`src/rtl/rst_src_pkg.sv`:
```
package rst_src_pkg;
  // Status byte positions (software decodes these)
  localparam int BIT_PIN   = 0;
  localparam int BIT_MCD   = 2;
  localparam int BIT_WDT   = 3;
  localparam int BIT_CMP   = 5;
  localparam int BIT_FLASH = 6;

  typedef struct packed {
    logic flash;
    logic wdt;
    logic cmp;
    logic mcd;
    logic pin;
  } causes_t;

  typedef struct packed {
    logic loadCauses;   // start of a fresh reset: replace flags
    logic mergeCauses;  // request while reset already active: add flags
    logic clearEnables; // external pin reset clears enables
    logic takeWrite;    // accepted register write
  } ctlStrobes_t;
endpackage

```
`src/rtl/rst_src_ctl.sv`:
```
module rst_src_ctl
  import rst_src_pkg::*;
#(
  parameter int STRETCH_CYCLES = 8
) (
  input  logic        clk,
  input  logic        extRstN,
  input  logic        mcdTimeout,
  input  logic        cmpLow,
  input  logic        wdtExpire,
  input  logic        flashErr,
  input  logic        wrEn,
  input  logic        mcdEn,
  input  logic        cmpEn,
  output causes_t     newCauses,
  output ctlStrobes_t strobes,
  output logic        sysRst
);
  localparam int CNT_W = $clog2(STRETCH_CYCLES + 1);
  localparam logic [CNT_W-1:0] CNT_LOAD = CNT_W'(STRETCH_CYCLES);

  logic [CNT_W-1:0] stretchCnt;
  logic anyReq;
  logic inReset;

  always_comb begin
    newCauses.pin   = ~extRstN;
    newCauses.mcd   = mcdTimeout & mcdEn;
    newCauses.cmp   = cmpLow & cmpEn;
    newCauses.wdt   = wdtExpire;
    newCauses.flash = flashErr;
  end

  assign anyReq  = |newCauses;
  assign inReset = (stretchCnt != '0);
  assign sysRst  = inReset;

  always_comb begin
    strobes.loadCauses   = anyReq & (~extRstN | ~inReset);
    strobes.mergeCauses  = anyReq & extRstN & inReset;
    strobes.clearEnables = ~extRstN;
    strobes.takeWrite    = wrEn & extRstN & ~inReset;
  end

  always_ff @(posedge clk) begin
    if (anyReq)
      stretchCnt <= CNT_LOAD;
    else if (inReset)
      stretchCnt <= stretchCnt - 1'b1;
  end

  // Independent checker counter: cycles since the last sampled request
  logic [CNT_W-1:0] quietCnt;
  always_ff @(posedge clk) begin
    if (anyReq)
      quietCnt <= '0;
    else if (quietCnt < CNT_LOAD)
      quietCnt <= quietCnt + 1'b1;
  end

  // an unconditional request is followed by reset on the next cycle
  a_r10_request_asserts_reset: assert property (@(posedge clk) disable iff (!extRstN)
    (wdtExpire || flashErr) |=> sysRst);

  // reset window matches the distance from the last request
  a_r10_stretch_window: assert property (@(posedge clk) disable iff (!extRstN)
    sysRst == (quietCnt < CNT_LOAD));

  // writes are never accepted during an active reset
  a_r6_no_write_in_reset: assert property (@(posedge clk) disable iff (!extRstN)
    sysRst |-> !strobes.takeWrite);
endmodule

```
`src/rtl/rst_src_status.sv`:
```
module rst_src_status
  import rst_src_pkg::*;
(
  input  logic        clk,
  input  logic        extRstN,
  input  ctlStrobes_t strobes,
  input  causes_t     newCauses,
  input  logic [7:0]  wrData,
  output logic        mcdEn,
  output logic        cmpEn,
  output logic [7:0]  status
);
  causes_t flags;

  always_ff @(posedge clk) begin
    if (strobes.loadCauses)
      flags <= newCauses;
    else if (strobes.mergeCauses)
      flags <= flags | newCauses;
  end

  always_ff @(posedge clk) begin
    if (strobes.clearEnables) begin
      mcdEn <= 1'b0;
      cmpEn <= 1'b0;
    end else if (strobes.takeWrite) begin
      mcdEn <= wrData[BIT_MCD];
      cmpEn <= wrData[BIT_CMP];
    end
  end

  always_comb begin
    status            = '0;
    status[BIT_PIN]   = flags.pin;
    status[BIT_MCD]   = flags.mcd;
    status[BIT_WDT]   = flags.wdt;
    status[BIT_CMP]   = flags.cmp;
    status[BIT_FLASH] = flags.flash;
  end

  // flags move only when the control reports a reset event
  a_r8_flags_hold_outside_reset: assert property (@(posedge clk) disable iff (!extRstN)
    !$past(strobes.loadCauses || strobes.mergeCauses) |-> $stable(flags));

  // enables survive everything except an accepted write or the pin
  a_r7_enables_keep: assert property (@(posedge clk) disable iff (!extRstN)
    ($past(extRstN) && !$past(strobes.takeWrite)) |-> $stable({mcdEn, cmpEn}));

  // accepted write lands in the enables
  a_r6_write_lands: assert property (@(posedge clk) disable iff (!extRstN)
    $past(strobes.takeWrite) |-> (mcdEn == $past(wrData[BIT_MCD]) && cmpEn == $past(wrData[BIT_CMP])));
endmodule

```
`src/rtl/rst_src_ctrl.sv`:
```
module rst_src_ctrl
  import rst_src_pkg::*;
#(
  parameter int STRETCH_CYCLES = 8
) (
  input  logic       clk,
  input  logic       extRstN,
  input  logic       mcdTimeout,
  input  logic       cmpLow,
  input  logic       wdtExpire,
  input  logic       flashErr,
  input  logic       wrEn,
  input  logic [7:0] wrData,
  output logic       sysRst,
  output logic [7:0] status
);
  causes_t     newCauses;
  ctlStrobes_t strobes;
  logic        mcdEn;
  logic        cmpEn;

  rst_src_ctl #(.STRETCH_CYCLES(STRETCH_CYCLES)) u_ctl (
    .clk(clk), .extRstN(extRstN), .mcdTimeout(mcdTimeout), .cmpLow(cmpLow),
    .wdtExpire(wdtExpire), .flashErr(flashErr), .wrEn(wrEn),
    .mcdEn(mcdEn), .cmpEn(cmpEn), .newCauses(newCauses),
    .strobes(strobes), .sysRst(sysRst)
  );

  rst_src_status u_status (
    .clk(clk), .extRstN(extRstN), .strobes(strobes), .newCauses(newCauses),
    .wrData(wrData), .mcdEn(mcdEn), .cmpEn(cmpEn), .status(status)
  );
endmodule

```
`config.mk`:
```
export PLATFORM = sky130hd
export DESIGN_NAME = rst_src_ctrl
export DESIGN_NICKNAME = d
export VERILOG_FILES = /design/src/rtl/rst_src_pkg.sv /design/src/rtl/rst_src_ctl.sv /design/src/rtl/rst_src_status.sv /design/src/rtl/rst_src_ctrl.sv
export SDC_FILE = /design/constraint.sdc
export NUM_CORES = 1
export LEC_CHECK = 0
export BUFFER_PORTS_ARGS = -buffer_cell sky130_fd_sc_hd__buf_2
export CAP_MARGIN = 40
export CORE_AREA = 4 4 41 43
export DETAILED_ROUTE_END_ITERATION = 12
export DIE_AREA = 0 0 45 47
export PLACE_DENSITY = 0.72
export SLEW_MARGIN = 20
export SYNTH_ARGS = -nofsm -noshare
export SYNTH_HDL_FRONTEND = slang
export SYNTH_HIERARCHICAL = 1
export SYNTH_SLANG_ARGS = --single-unit
```
`constraint.sdc`:
```
create_clock -name clk -period 2.4 [get_ports clk]
set_input_delay 0.36 -clock clk [delete_from_list [all_inputs] [get_ports clk]]
set_output_delay 0.36 -clock clk [all_outputs]
set_load 0.02 [all_outputs]
```
==> metrics.md <==
| Metric | Value |
|---|---|
| Status | `complete, no violations` |
| Remaining antenna violation count | `0` |
| Distinct cell type count of the synthesized netlist | `24` |
| Share of synthesized area occupied by flip-flops and latches | `0.485` |
| Clock tree root driver cell | `clkbuf_4` |
| Boundary Pins | `24` |
| Unrepaired setup endpoints after global routing | `false` |
| Initial antenna violation count | `0` |
| Die height | `around 47 microns` |
| Core Box Area | `around 1300 sq um` |
| Critical path start-end classification | `reg -> out` |
| Global-route wire length before repair | `roughly 1.5 mm` |
| Count of hold-fix buffers inserted at cts | `0` |
| Total power density per cell area | `about 640 nW/um^2` |
| Worst-case clock skew | `~3.4 ps` |
| Aggregate global-route resource usage | `0.101` |
| Max-Cap Viols | `0` |
| Count of instances resized after the clock tree is built | `0` |
| Count of state elements after synthesis | `11` |
| Clock insertion delay at the later pin of the skew report | `between 200 and 300 ps` |
| Number of nets in the layout | `between 80 and 90` |
| Worst hold-check path type | `in -> reg` |
| Adder-cell share of the synthesized area | `0.0225` |
| Clock slew seen by the registers of the worst setup and hold paths | `approximately 70 ps` |
| Via total after detailed routing | `401` |
| Final setup slack of the worst path | `between 500 and 600 ps` |
| Mean instance size in the synthesized netlist | `just under 10 sq um` |
| Layout-stage area growth over the synthesis result | `11.9%` |
| Detailed-route DRC error count | `0` |
| Multiplexer share of the synthesized area | `0.0360` |
| Number of antenna cells inserted | `0` |
| Highest Clock Rate | `approximately 0.53 GHz` |
| Setup slack after placement | `~540 ps` |
| Number of placement rows | `13` |
| Fin. Hold Viols | `0` |
| First drt pass iteration count | `4` |
| Global route total overflow | `0` |
| Parity-gate share of the synthesized area counting xor and xnor cells | `0.0157` |
| Routed length per placed instance | `between 10 and 15 microns` |
| Final core utilization | `0.479` |
| Number of levels in the clock H-tree | `1` |
| Maximum resistive drop on vdd | `~0.32 mV` |
| Effective utilization at floorplan | `0.428` |
| Most used cells in the layout excluding fill and tap cells | `buf_2 (14), nor2_1 (7), inv_1 (6), dfxtp_1 (6)` |
| Largest net degree at the start of global routing | `8` |
| Final worst path period share | `0.787` |
| Critical path data arrival time | `between 1500 and 2000 ps` |
| Die Outline Area | `between 2000 and 2500 sq um` |
| Number of buffers created by CTS | `3` |
| Post-synthesis compound-gate area fraction | `0.124` |
| Number of max-slew violations in the final report | `0` |
| Proportion of synthesized flip-flops having asynchronous set or reset | `0` |
| Startpoint types | `flop` |
| Filler cells | `140` |
| Cell area after synthesis | `roughly 560 sq um` |
| Most used DFF post-synth | `dfxtp_1` |
| Worst-case clock buffer depth | `2` |
| Area occupied by multi-input gates | `about 220 sq um` |
| Sequential cell area | `270 sq um` |
| Half-perimeter wire length after detailed placement | `approximately 750 microns` |
| Number of synthesized flops with an enable pin | `5` |
| Setup Viol. Count Final | `0` |
| Post-layout min period | `1890 ps` |
| Routed Wire Length | `a little over 900 microns` |
| LEAKAGE | `0.313 nW` |
| Worst Setup End Kind | `primary output` |
| Most common cell after layout, fill and taps aside | `buf_2` |
| Starting DRC count in detailed routing | `3` |
| Per-cell via count in the routed design | `between 4 and 5` |
| Synthesized-area fraction occupied by and/or/nand/nor cells | `0.169` |
| Quantity of I/O buffers inserted on ports | `14` |
| Number of standard cells after synthesis | `between 50 and 60` |
| Die span in x | `roughly 45 microns` |
| Combinational family with the most area after synthesis | `simple AND/OR/NAND/NOR gates` |
| CTS sink count | `11` |
| Final-layout setup total negative slack | `0 ps` |
| Last weighted congestion value of the routability-driven placer | `0.668` |
| Total of warnings raised by yosys | `6` |
| Max FO, Critical Path | `7` |
| Ratio of cells with drive above 1 in the final layout | `0.271` |
| Post-route total power | `0.400 mW` |
| CP required | `roughly 2000 ps` |
| Number of global-route vias before repair | `about 390` |
| CTS tree | `yes` |
| Count of buffers added by post-CTS timing repair for setup | `0` |
==> cell type report <==
class / instances / area share
flip-flops and latches: 11 / 0.434
multi-input cells: 35 / 0.345
repair buffers: 14 / 0.112
clock buffers: 4 / 0.0422
inverters: 6 / 0.0361
well taps: 15 / 0.0301
==> logic make-up (layout without fill, tap and decap cells) <==
kind of cell | after synthesis | after routing
multiplexers | 2 | 2
other | 1 | 3
buffers and inverters | 13 | 24
flip-flops | 11 | 11
AND/OR/NAND/NOR | 19 | 19
AO/OA/AOI/OAI | 9 | 9
adder cells (fa/ha/maj) | 1 | 1
XOR/XNOR | 1 | 1
==> flip-flops by register name, summed over array words and instances (netlist names) <==
signal / count
u_status/cmpEn: 1
u_status/status: 5
u_ctl/stretchCnt: 4
u_status/mcdEn: 1
==> final timing paths <==
| kind | endpoint | from | cells past startpoint | slack, ps |
|---|---|---|---|---|
| min reg2reg | u_ctl/stretchCnt[2] | u_ctl/stretchCnt[2] | 2 | 500 |
| min | u_status/cmpEn | wrData[5] | 3 | 330 |
| max reg2reg | u_status/status[5] | u_ctl/stretchCnt[0] | 6 | 540 |
| max | sysRst | u_ctl/stretchCnt[0] | 4 | 510 |
==> where the power goes <==
group / switching (mW) / internal, mW
logic: 0.0376 / 0.0248
registers: 0.00642 / 0.210
clock network: 0.0574 / 0.0641
==> through the flow <==
stage                     instance area, sq um  cells  hold slack (ps)
after CTS                                  623     85              331
after global routing                       623     85              335
after floorplan                            564     59              460
final                                      623     85              335
after global placement                     597     81              477
after detailed placement                   597     81              494
==> synth_stat cells, types with 2 or more instances <==
master	number	area, sq um
nor2_1	7	26.3
buf_4	6	45.0
dfxtp_1	6	120
inv_1	6	22.5
a21o_1	5	37.5
edfxtp_1	5	150
nand2_1	4	15.0
mux2i_1	2	20.0
==> routing by layer <==
layer	wire length (microns)	GRT usage	vias up
li1	-	-	209
met1	408	0.117	180
met2	471	0.164	12
met3	50	0.0230	0
met4	0	0.0702	0
met5	0	0	-
==> worst max-delay path, cell delays in order, from the launching register on <==
cell and delay, ps:
dfxtp_1 330, inv_1 60, ha_1 190, or3b_1 480, buf_2 210
(Power assumes the default switching activity.)
